### src/rtl/irq_latch_pkg.sv
`timescale 1ns/1ps
package irq_latch_pkg;
  localparam int REG_W    = 8;
  localparam int NPIN     = 4;
  localparam int BIT_DT   = 7;
  localparam int BIT_TMR  = 6;
  localparam logic [REG_W-1:0] RSVD_MASK = 8'h30;
  localparam logic [REG_W-1:0] IMPL_MASK = ~RSVD_MASK;

  typedef struct packed {
    logic            dt;
    logic            tmr;
    logic [1:0]      rsvd;
    logic [NPIN-1:0] pin;
  } flag_vec_t;
endpackage

### src/rtl/irq_pin_sync.sv
`timescale 1ns/1ps
module irq_pin_sync #(
  parameter int STAGES = 2
) (
  input  logic clk,
  input  logic rst_n,
  input  logic pin_i,
  output logic lvl_o
);
  localparam int TOP = STAGES - 1;
  logic [TOP:0] chain_q;

  generate
    if (STAGES == 1) begin : g_single
      always_ff @(posedge clk or negedge rst_n) begin
        if (!rst_n) chain_q <= '0;
        else        chain_q <= pin_i;
      end
    end else begin : g_multi
      always_ff @(posedge clk or negedge rst_n) begin
        if (!rst_n) chain_q <= '0;
        else        chain_q <= {chain_q[TOP-1:0], pin_i};
      end
    end
  endgenerate

  assign lvl_o = chain_q[TOP];
endmodule

### src/rtl/irq_edge_det.sv
`timescale 1ns/1ps
module irq_edge_det (
  input  logic clk,
  input  logic rst_n,
  input  logic lvl_i,
  input  logic en_i,
  input  logic rise_sel_i,
  output logic hit_o
);
  logic prev_q;
  logic rise_w;
  logic fall_w;

  always_ff @(posedge clk or negedge rst_n) begin
    if (!rst_n) prev_q <= 1'b0;
    else        prev_q <= lvl_i;
  end

  assign rise_w = lvl_i & ~prev_q;
  assign fall_w = ~lvl_i & prev_q;
  assign hit_o  = en_i & (rise_sel_i ? rise_w : fall_w);
endmodule

### src/rtl/irq_flag_bank.sv
`timescale 1ns/1ps
module irq_flag_bank
  import irq_latch_pkg::*;
(
  input  logic             clk,
  input  logic             rst_n,
  input  logic [REG_W-1:0] set_i,
  input  logic [REG_W-1:0] clr_i,
  output logic [REG_W-1:0] flags_o
);
  logic [REG_W-1:0] flags_q;
  logic [REG_W-1:0] flags_d;

  // Set takes precedence: a clear only removes bits that are not being set.
  assign flags_d = (set_i | (flags_q & ~clr_i)) & IMPL_MASK;

  always_ff @(posedge clk or negedge rst_n) begin
    if (!rst_n) flags_q <= '0;
    else        flags_q <= flags_d;
  end

  assign flags_o = flags_q;
endmodule

### src/rtl/irq_latch_reg.sv
`timescale 1ns/1ps
module irq_latch_reg
  import irq_latch_pkg::*;
#(
  parameter int SYNC_STAGES = 2
) (
  input  logic             clk,
  input  logic             rst_n,
  input  logic [NPIN-1:0]  pin_i,
  input  logic [NPIN-1:0]  pin_en_i,
  input  logic [NPIN-1:0]  pin_rise_i,
  input  logic             tmr_ovf_i,
  input  logic             sleep_direct_i,
  input  logic             dt_en_i,
  input  logic             rd_en_i,
  input  logic             wr_en_i,
  input  logic [REG_W-1:0] wdata_i,
  input  logic [REG_W-1:0] irq_mask_i,
  output logic [REG_W-1:0] rdata_o,
  output logic             irq_o
);
  logic [NPIN-1:0]  pin_lvl;
  logic [NPIN-1:0]  pin_hit;
  flag_vec_t        set_vec;
  logic [REG_W-1:0] clr_vec;
  logic [REG_W-1:0] flag_q;

  genvar gi;
  generate
    for (gi = 0; gi < NPIN; gi++) begin : g_pin
      irq_pin_sync #(.STAGES(SYNC_STAGES)) u_sync (
        .clk   (clk),
        .rst_n (rst_n),
        .pin_i (pin_i[gi]),
        .lvl_o (pin_lvl[gi])
      );
      irq_edge_det u_edge (
        .clk        (clk),
        .rst_n      (rst_n),
        .lvl_i      (pin_lvl[gi]),
        .en_i       (pin_en_i[gi]),
        .rise_sel_i (pin_rise_i[gi]),
        .hit_o      (pin_hit[gi])
      );
    end
  endgenerate

  always_comb begin
    set_vec      = '0;
    set_vec.dt   = sleep_direct_i & dt_en_i;
    set_vec.tmr  = tmr_ovf_i;
    set_vec.pin  = pin_hit;
  end

  assign clr_vec = wr_en_i ? ~wdata_i : '0;

  irq_flag_bank u_bank (
    .clk     (clk),
    .rst_n   (rst_n),
    .set_i   (set_vec),
    .clr_i   (clr_vec),
    .flags_o (flag_q)
  );

  assign rdata_o = rd_en_i ? (flag_q | RSVD_MASK) : '0;
  assign irq_o   = |(flag_q & irq_mask_i);
endmodule

### config.mk
export PLATFORM = sky130hd
export DESIGN_NAME = irq_latch_reg
export DESIGN_NICKNAME = d
export VERILOG_FILES = /design/src/rtl/irq_latch_pkg.sv /design/src/rtl/irq_pin_sync.sv /design/src/rtl/irq_edge_det.sv /design/src/rtl/irq_flag_bank.sv /design/src/rtl/irq_latch_reg.sv
export SDC_FILE = /design/constraint.sdc
export NUM_CORES = 1
export LEC_CHECK = 0
export CORE_ASPECT_RATIO = 0.7
export CORE_UTILIZATION = 35
export CTS_CLUSTER_SIZE = 10
export DETAILED_ROUTE_END_ITERATION = 12
export GPL_TIMING_DRIVEN = 0
export PLACE_DENSITY = 0.77
export RECOVER_POWER = 25
export SETUP_SLACK_MARGIN = 0.1
export SYNTH_ARGS = -nofsm -noshare
export SYNTH_HDL_FRONTEND = slang
export SYNTH_SLANG_ARGS = --single-unit
### constraint.sdc
create_clock -name clk -period 1.16 [get_ports clk]
set_input_delay 0.116 -clock clk [delete_from_list [all_inputs] [get_ports clk]]
set_output_delay 0.116 -clock clk [all_outputs]
set_load 0.02 [all_outputs]
==> results of run 1 <==
[synth_stat cells]
cell type	count
a211o_1	4
a21o_1	1
a22o_1	1
a22oi_1	3
and2_1	6
and4b_1	4
and4bb_1	4
buf_4	2
dfrtp_1	18
nand2b_1	6
nand3_1	1
[cell type report]
type | count | share of cell area
multi-input combinational | 30 | 0.219
clock buffer | 3 | 0.0183
buffer | 2 | 0.0122
sequential | 18 | 0.366
timing repair buffer | 45 | 0.362
tap | 22 | 0.0224
[metrics by stage]
step                cells  TNS, ns
global placement      111    -3.72
global route          120   -0.258
detailed placement    111    -3.85
CTS                   119   -0.154
finish                120   -0.118
floorplan              50        0
[routing by layer]
layer	vias to the layer above	global-route usage	part of all wire
li1	284	-	-
met1	278	0.192	0.42
met2	33	0.274	0.45
met3	2	0.0825	0.12
met4	0	0.0488	0.0054
met5	-	0	0
[cells by family (layout without fill, tap and decap cells)]
kind of cell | count (synthesis) | count (layout) | share of synthesized area
flip-flops | 18 | 18 | 0.635
AND/OR/NAND/NOR | 21 | 21 | 0.240
AO/OA/AOI/OAI | 9 | 9 | 0.104
buffers and inverters | 2 | 50 | 0.0212
[layout by cell type (no fill, tap or decap)]
cell type	netlist	layout
clkdlybuf4s50_1	0	25
dfrtp_1	18	18
buf_6	0	8
nand2b_1	6	6
and2_4	0	6
buf_4	2	6
and4bb_1	4	4
and4b_1	4	4
a211o_1	4	4
dlygate4sd3_1	0	4
clkbuf_4	0	3
clkdlybuf4s15_1	0	3
a22oi_2	0	2
a22o_1	1	1
a21o_1	1	1
a22oi_1	3	1
nand3_1	1	1
buf_2	0	1
[sequential cells by signal, summed over array words and instances (netlist names)]
register              flops
g_pin.u_sync.chain_q      8
u_bank.flags_o            6
g_pin.u_edge.prev_q       4
[how the worst max path moves through the flow]
stage,cells past startpoint,slack (ns),start,end
floorplan,2,0.26,g_pin[0].u_edge.prev_q,u_bank.flags_o[0]
global placement,3,-0.40,rd_en_i,rdata_o[0]
detailed placement,3,-0.41,rd_en_i,rdata_o[0]
CTS,3,-0.09,u_bank.flags_o[0],irq_o
global route,3,-0.12,u_bank.flags_o[0],irq_o
finish,3,-0.07,u_bank.flags_o[0],irq_o
[worst max-delay path: stages (launching register included)]
cell and delay (ns):
dfrtp_1 0.40, a22oi_1 0.18, nand3_1 0.09, buf_2 0.16
[where the power goes]
group	switching, mW	internal (mW)	total [mW]	leakage, nW
combinational	0.118	0.236	0.354	0.351
clock	0.165	0.120	0.285	0.0138
sequential	0.0336	0.675	0.708	0.211
[what timing repair did]
item	in CTS	in global routing
cloned	0	0
setup buffers	5	1
setup endpoints to repair	9	8
pin swaps	2	1
resized for setup	51	5
==> metrics.md, run 1 <==
| Metric | Value |
|---|---|
| Leak | `0.576 nW` |
| Die height | `39.7 µm` |
| Cell Area, Synth | `709 µm²` |
| PnR Total Power | `1.35 mW` |
| Normalized max-slew margin | `0.472` |
| Multi-input gate area | `269 µm²` |
| Syn Inst Count | `50` |
| Power per Cell Area | `1100 mW/mm²` |
| Row count | `13` |
| IO buf count | `39` |
| Layout net count | `135` |
| Area after DPL | `0.00113 mm²` |
| Post-synthesis cell type count | `11` |
| TritonCTS clock tree | `done` |
| Worst-skew pair later-pin latency | `0.28 ns` |
| Post-synthesis sequential area ratio | `0.635` |
| Vias per cell | `4.98` |
| Ant diodes | `0` |
| CP max FO | `2` |
| Worst clock skew | `0.00245 ns` |
| Worst vdd ir | `0.000799 V` |
| Hold WC Path Type | `in -> async` |
| GRT Util Overall | `0.164` |
| Die area | `0.00221 mm²` |
| Flop2flop setup slack | `0.17 ns` |
| R2R depth | `3` |
| Worst slew pin tran | `0.789 ns` |
| Layout cell share with drive strength beyond 1 | `0.265` |
| Synthesis Warnings | `0` |
| CTS Hold Bufs | `0` |
| CP required | `1.04 ns` |
| Final core occ | `0.652` |
| Syn nets | `85` |
| Minimum clock period | `1.23 ns` |
| Worst r2r src | `u_bank.flags_o[0]` |
| CTS max path bufs | `2` |
| Failing checks | `setup timing` |
| Top post-synthesis cells by area | `dfrtp_1 63%, and4bb_1 7.1%, and4b_1 5.6%` |
| Final ANT Viol Nets | `0` |
| Width of the die | `55.8 µm` |
| Cell area after layout | `0.00123 mm²` |
| Initial Utilization | `0.376` |
| RSZ-0062 raised after global routing | `yes` |
| Clk sinks | `18` |
| Initial drt markers | `13` |
| Clock Tree Root | `clkbuf_4` |
| DRC viols | `0` |
| Initial antenna violation count | `0` |
| Clk slew on worst S/H paths | `0.09 ns` |
| Setup violators final | `3` |
| CTS Buf Count | `3` |
| Largest net degree at the start of global routing | `19` |
| Final Max Tran Viols | `0` |
| Post-Syn Area per Cell | `14.2 µm²` |
| Crit path kind | `reg -> out` |
| FMAX | `0.816 GHz` |
| IO Pins | `44` |
| Worst slack, placed | `-0.408 ns` |
| Largest area contributor in the netlist | `dfrtp_1` |
| Final period util | `1.06` |
| Fin Hold WS | `0.291 ns` |
| Core area | `0.00189 mm²` |
| Max-cap viol count | `0` |
| Synth Register Bits | `18` |
| Critical path arrival | `1.11 ns` |
| Global-route wire length before repair | `2590 µm` |
| WL per Instance | `13.8 µm` |
| Fill cell count | `151` |
| Startpoint types | `flop` |
| RePlAce Congestion | `0.809` |
| CTS H-tree lvls | `1` |
| FF/Latch Area | `450 µm²` |
| WL final | `1660 µm` |
| Critical Path Sink Type | `output pin` |
| Reg2reg end | `u_bank.flags_o[0]` |
| Final WS setup | `-0.0662 ns` |
| Via count | `597` |
| Share of the synthesized area in the top cell type | `0.635` |
| Total gr overflow | `0` |
| Area growth syn-to-layout | `73.4%` |
| Status | `finished, violations left` |
| Number of global-route vias before repair | `582` |
| Final Hold Vio Count | `0` |
| Drt pass-1 iters | `4` |
(Power assumes the default switching activity.)
==> inputs of run 2 (changes only) <==
--- a/config.mk
+++ b/config.mk
@@ -7,6 +7,7 @@
 export LEC_CHECK = 0
 export CORE_ASPECT_RATIO = 0.7
 export CORE_UTILIZATION = 35
+export CTS_CLUSTER_DIAMETER = 150
 export CTS_CLUSTER_SIZE = 10
 export DETAILED_ROUTE_END_ITERATION = 12
 export GPL_TIMING_DRIVEN = 0
==> results of run 2 <==
Same layout as run 1: the final DEF is identical, and so are final timing and power.
